===== config.mk =====
export PLATFORM = sky130hd
export DESIGN_NAME = set_index_gen
export DESIGN_NICKNAME = d
export VERILOG_FILES = /design/src/rtl/set_index_pkg.sv /design/src/rtl/idx_linear_slice.sv /design/src/rtl/idx_poly_hash.sv /design/src/rtl/idx_mode_decode.sv /design/src/rtl/set_index_gen.sv
export SDC_FILE = /design/constraint.sdc
export NUM_CORES = 1
export LEC_CHECK = 0
export CORE_MARGIN = 3
export CORE_UTILIZATION = 35
export DETAILED_ROUTE_END_ITERATION = 12
export DONT_BUFFER_PORTS = 1
export PLACE_DENSITY = 0.6
export SYNTH_ARGS = -nofsm -noshare
export SYNTH_HDL_FRONTEND = slang
export SYNTH_HIERARCHICAL = 1
export SYNTH_SLANG_ARGS = --single-unit
export TNS_END_PERCENT = 50

===== constraint.sdc =====
create_clock -name vclk -period 2
set_clock_uncertainty 0.1 [all_clocks]
set_input_delay 0.4 -clock vclk [all_inputs]
set_output_delay 0.4 -clock vclk [all_outputs]
set_load 0.1 [all_outputs]

===== src/rtl/set_index_pkg.sv =====
package set_index_pkg;

  typedef enum logic [2:0] {
    MODE_LINEAR  = 3'd0,
    MODE_XORPERM = 3'd1,
    MODE_POLY    = 3'd2,
    MODE_OLDHASH = 3'd3,
    MODE_USER    = 3'd4
  } idx_mode_e;

  // Span of address bits the polynomial hash draws on (bits 0..26).
  localparam int unsigned POLY_SPAN = 27;
  localparam int unsigned POLY_BITS = 5;

  // Taps of each hashed index bit, as a mask over address bits 0..26.
  function automatic logic [POLY_SPAN-1:0] poly_taps(input int unsigned bit_no);
    logic [POLY_SPAN-1:0] m;
    case (bit_no)
      0:       m = 27'h3E69080;
      1:       m = 27'h7CD2100;
      2:       m = 27'h47CD200;
      3:       m = 27'h0F9A400;
      4:       m = 27'h1F34800;
      default: m = '0;
    endcase
    return m;
  endfunction

endpackage


===== src/rtl/idx_linear_slice.sv =====
module idx_linear_slice #(
  parameter int unsigned ADDR_W     = 32,
  parameter int unsigned LINE_BYTES = 128,
  parameter int unsigned SETS       = 64,
  localparam int unsigned IDX_W     = $clog2(SETS),
  localparam int unsigned SHIFT     = $clog2(LINE_BYTES)
) (
  input  logic [ADDR_W-1:0] addr_i,
  output logic [IDX_W-1:0]  idx_o
);

  logic [ADDR_W-1:0] shifted;

  always_comb begin
    shifted = addr_i >> SHIFT;
    idx_o   = IDX_W'(shifted);
  end

endmodule


===== src/rtl/idx_poly_hash.sv =====
module idx_poly_hash
  import set_index_pkg::*;
#(
  parameter int unsigned ADDR_W = 32,
  parameter int unsigned SETS   = 64,
  localparam int unsigned IDX_W = $clog2(SETS)
) (
  input  logic [ADDR_W-1:0] addr_i,
  output logic [IDX_W-1:0]  idx_o
);

  logic [POLY_SPAN-1:0] span;
  assign span = POLY_SPAN'(addr_i);

  for (genvar b = 0; b < IDX_W; b++) begin : g_bit
    if (b < POLY_BITS) begin : g_xor
      localparam logic [POLY_SPAN-1:0] TAPS = poly_taps(b);
      assign idx_o[b] = ^(span & TAPS);
    end else if (b == POLY_BITS) begin : g_plain
      assign idx_o[b] = span[12];
    end else begin : g_zero
      assign idx_o[b] = 1'b0;
    end
  end

endmodule


===== src/rtl/idx_mode_decode.sv =====
module idx_mode_decode
  import set_index_pkg::*;
#(
  parameter bit HASH_OK = 1'b1
) (
  input  logic [2:0] mode_i,
  output logic       use_hash_o,
  output logic       err_o
);

  always_comb begin
    use_hash_o = 1'b0;
    err_o      = 1'b0;
    case (mode_i)
      MODE_LINEAR,
      MODE_USER:    err_o = 1'b0;
      MODE_POLY: begin
        use_hash_o = HASH_OK;
        err_o      = !HASH_OK;
      end
      default:      err_o = 1'b1;
    endcase
  end

endmodule


===== src/rtl/set_index_gen.sv =====
module set_index_gen #(
  parameter int unsigned ADDR_W     = 32,
  parameter int unsigned LINE_BYTES = 128,
  parameter int unsigned SETS       = 64,
  localparam int unsigned IDX_W     = $clog2(SETS),
  localparam bit HASH_OK            = (SETS == 32) || (SETS == 64)
) (
  input  logic [ADDR_W-1:0] addr_i,
  input  logic [2:0]        mode_i,
  output logic [IDX_W-1:0]  set_idx_o,
  output logic              idx_err_o
);

  logic [IDX_W-1:0] lin_idx;
  logic [IDX_W-1:0] hash_idx;
  logic             use_hash;

  idx_linear_slice #(
    .ADDR_W(ADDR_W), .LINE_BYTES(LINE_BYTES), .SETS(SETS)
  ) u_lin (
    .addr_i(addr_i), .idx_o(lin_idx)
  );

  idx_poly_hash #(
    .ADDR_W(ADDR_W), .SETS(SETS)
  ) u_hash (
    .addr_i(addr_i), .idx_o(hash_idx)
  );

  idx_mode_decode #(
    .HASH_OK(HASH_OK)
  ) u_dec (
    .mode_i(mode_i), .use_hash_o(use_hash), .err_o(idx_err_o)
  );

  assign set_idx_o = use_hash ? hash_idx : lin_idx;

endmodule


==> reports/qor.yml, run 1 <==
status: "finished with violations"
violations: "negative setup slack"
grt_max_degree: 5
grt_pass1_vias: 314
drt_pass1_iterations: 1
seqCellArea_um2: 0
dp.cells: 53
worst_pin_slew_ps: 300
start_util: 0.406
slew_headroom: 0.801
synth_top_area_cell: "xnor2_1"
setup_violations: 5
diodes: 0
grt-ovfl-total: 0
crit_path_max_fanout: 2
end_kind: "primary output"
final_cells: 55
synth_most_common_cell: "xnor2_1"
syn_area_per_cell_um2: 11.8
fin_ws_ps: -122
drc: 0
hpwlAfterDp_um: 809
cts_hold_buf: 0
ys_seq_area_frac: 0
antenna_found_initial: 0
worstPathRequired_ps: 1500
first_iter_violations: 0
cap_violations: 0
via_per_inst: 4.95
rsz0062_at_grt: "yes"
ys_warn_count: 6
crit_type: "input port to primary output"
cp.arrival_ps: 1620
wl_per_cell_um: 16.3
synth_cell_types: 11
routed_wl_um: 896
yosys-top-cells-area: "xnor2_1 30%, mux2_4 18%, xnor3_1 18%"
tns_ps: -350
drtAntennaViolNets: 0
critPathLaunchType: "input port"
finalCritPeriodShare: 1.06
yosysTopAreaCellShare: 0.301
max-vdd-ir-drop_mv: 0.273
p_per_area_mw_per_mm2: 611
synth_area_um2: 494
drive_gt1_frac: 0.585
row_count: 12
globalRouteTotalUtil: 0.0856
coreArea_mm2: 0.00122
die_area_mm2: 0.00190
leakagePower_uw: 0.000262
clock.fmax_ghz: 0.471
area_growth_pct: 15.7
die_width_um: 43.6
slew_viol_final: 0
syn-num-nets: 77
grt_pass1_wl_mm: 1.23
vias: 272
nClkBuffers: 0
fin_crit_ps: 2120
seq_cells: 0
synthCells: 42
place_congestion: 0.677
ys_top_cells_by_count: "17 x xnor2_1, 7 x buf_4, 6 x mux2_4"
layout.nets: 78
die_h_um: 43.6
hold_viol: 0
io_pins: 42
io_buffers: 0
hp-class: "input port to primary output"
[worst max-delay path, stage by stage]
cell and delay [ps]:
xnor3_2 400, xor2_2 160, buf_4 140, xnor2_1 110, mux2_4 400
[stage by stage]
| stage | util | hold slack (ps) | worst slack (ps) | cell area (µm²) | power [µW] |
|---|---|---|---|---|---|
| floorplan | - | 1100 | -93.0 | 502 | 302 |
| global placement | 0.405 | 1030 | -145 | 493 | 317 |
| detailed placement | 0.405 | 1020 | -151 | 493 | 322 |
| finish | 0.470 | 1020 | -122 | 572 | 349 |
| global route | 0.470 | 1030 | -145 | 572 | 364 |
| CTS | 0.455 | 1030 | -148 | 553 | 340 |
[power by group]
group	internal (µW)	total (µW)	switching [µW]
logic	163	349	186
registers	0	0	0
clock network	0	0	0
total	163	349	186
[area by class of cell]
type / instances / area [µm²]
fillers: 108 / 644
repair buffers: 7 / 56.3
well taps: 14 / 17.5
multi-input cells: 34 / 498
[final timing paths]
check	from	endpoint	slack, ps	cells after the start
max	addr_i[13]	set_idx_o[3]	-120	5
min	addr_i[7]	set_idx_o[0]	1020	1
[routing by layer]
layer | GRT usage | share of wire | vias up
li1 | - | - | 129
met1 | 0.0889 | 0.33 | 123
met2 | 0.180 | 0.54 | 20
met3 | 0.0166 | 0.13 | 0
met4 | 0 | 0 | 0
met5 | 0 | 0 | -
[timing repair]
| item | in CTS | in global routing |
|---|---|---|
| setup endpoints to repair | 5 | 5 |
| buffers inserted | 1 | 1 |
| gates resized for setup | 6 | 2 |
| pin swaps | 2 | 3 |
[cell usage in the layout (no fill, tap or decap)]
cell type	count
buf_4	6
xor2_2	1
xnor2_4	2
xnor3_2	1
buf_6	1
mux2_4	6
xor2_1	1
a21o_1	1
xnor2_2	6
xnor2_1	11
nor3b_2	1
xnor3_1	4
[cell families (layout without fill, tap and decap cells)]
kind of cell / after synthesis / in the layout / synth area share
compound gates: 1 / 1 / 0.0152
buf+inv: 8 / 7 / 0.129
simple gates: 1 / 1 / 0.0253
mux: 6 / 6 / 0.182
xor+xnor: 26 / 26 / 0.648
Note: power is estimated with default switching activity, not from simulation.
==> inputs of run 2 (changes only) <==
Settings changed: REMOVE_ABC_BUFFERS set to 1.
==> reports/qor.yml, run 2 (synthesis gave the netlist of run 1 again) <==
cp.arrival_ps: 1620
hold_viol: 0
antenna_found_initial: 0
status: "finished with violations"
io_buffers: 0
internal-power_uw: 152
grt_max_degree: 4
fin_crit_ps: 2120
hp-class: "input port to primary output"
met3_wirelength_um: 86
crit_type: "input port to primary output"
routed_wl_um: 784
row_count: 12
violations: "negative setup slack"
wl_per_cell_um: 14.3
grt-ovfl-total: 0
min_to: "set_idx_o[5]"
nClkBuffers: 0
combPwrFrac: 1.000
end_kind: "primary output"
hpwlAfterDp_um: 722
grt_pass1_wl_mm: 1.12
final_common_cell: "xnor2_1"
min_path_cells: 1
place_congestion: 0.650
finalCritPeriodShare: 1.06
n_fill_cell: 114
via_per_inst: 4.67
wl_met1_um: 298
final_util: 0.433
die_h_um: 43.6
setup_violations: 4
leakagePower_uw: 0.000237
globalRouteTotalUtil: 0.0723
power_frac_seq: 0
max-vdd-ir-drop_mv: 0.253
crit_chain: "xnor3_2 -> xor2_2 -> buf_4 -> xnor2_1 -> mux2_4"
multiInputGateArea_um2: 457
crit_buf_inv: 1
netSwitchingFraction: 0.545
vias: 257
slew_viol_final: 0
seq_cells: 0
rsz0062_at_grt: "yes"
area_growth_pct: 6.58
final_cell_mix: "15 x xnor2_1, 7 x buf_4, 6 x mux2_4"
die_width_um: 43.6
start_util: 0.406
die_area_mm2: 0.00190
seqCellArea_um2: 0
drive_gt1_frac: 0.488
p_per_area_mw_per_mm2: 635
wl_met2_um: 399
grt_pass1_vias: 272
cap_violations: 0
place_area_um2: 500
first_iter_violations: 1
drt_pass1_iterations: 2
crit_path_max_fanout: 2
slew_headroom: 0.803
drtAntennaViolNets: 0
coreArea_mm2: 0.00122
layout.nets: 78
cts_setup_buffers: 0
worst_pin_slew_ps: 296
drc: 0
whs_ps: 1020
cts_hold_buf: 0
slowest_delay_ps: 410
diodes: 0
clock.fmax_ghz: 0.471
critPathLaunchType: "input port"
cpLargestDelayFamily: "XOR/XNOR gates"
design_area_um2: 527
io_pins: 42
fin_ws_ps: -124
top_layer: "met3"
hp-start: "addr_i[12]"
worstPathRequired_ps: 1500
p_sw_uw: 182
crit_slowest_cell: "xnor3_2"
clkPwrFrac: 0
run 2: cell counts in the layout (fill, tap and decap cells not counted):
Identical to the previous run, type by type.
run 2: final cells by class:
class,count,area share
multi-input cells,34,0.867
well taps,14,0.0333
repair buffers,7,0.0998
run 2: worst max-delay path by stage:
stage / from / cells past startpoint / to
2_1_floorplan: addr_i[13] / 4 / set_idx_o[1]
3_3_place_gp: addr_i[13] / 4 / set_idx_o[1]
6_report: addr_i[13] / 5 / set_idx_o[3]
4_1_cts: addr_i[13] / 5 / set_idx_o[3]
3_5_place_dp: addr_i[13] / 4 / set_idx_o[1]
5_1_grt: addr_i[13] / 5 / set_idx_o[3]
run 2: what timing repair did:
item / in CTS / in global routing
endpoints found under the setup margin: 5 / 5
pin swaps: 1 / 0
resized for setup: 3 / 0
run 2: per-layer routing:
metal,vias up,GRT usage
met2,17,0.131
met1,111,0.0941
met4,0,0
li1,129,-
met5,-,0
met3,0,0.0124
run 2: metrics by stage:
step / setup TNS (ps) / worst slack [ps] / instances / total power, µW
after global routing: -496 / -146 / 55 / 348
final: -334 / -124 / 55 / 334
after detailed placement: -616 / -226 / 55 / 335
after floorplan: -302 / -204 / 34 / 293
after global placement: -569 / -222 / 55 / 332
after CTS: -376 / -135 / 55 / 339
run 2: power groups by stage:
stage	sequential [µW]	clock (µW)	combinational, µW
after floorplan	0	0	293
final	0	0	334
after detailed placement	0	0	335
after CTS	0	0	339
after global routing	0	0	348
after global placement	0	0	332
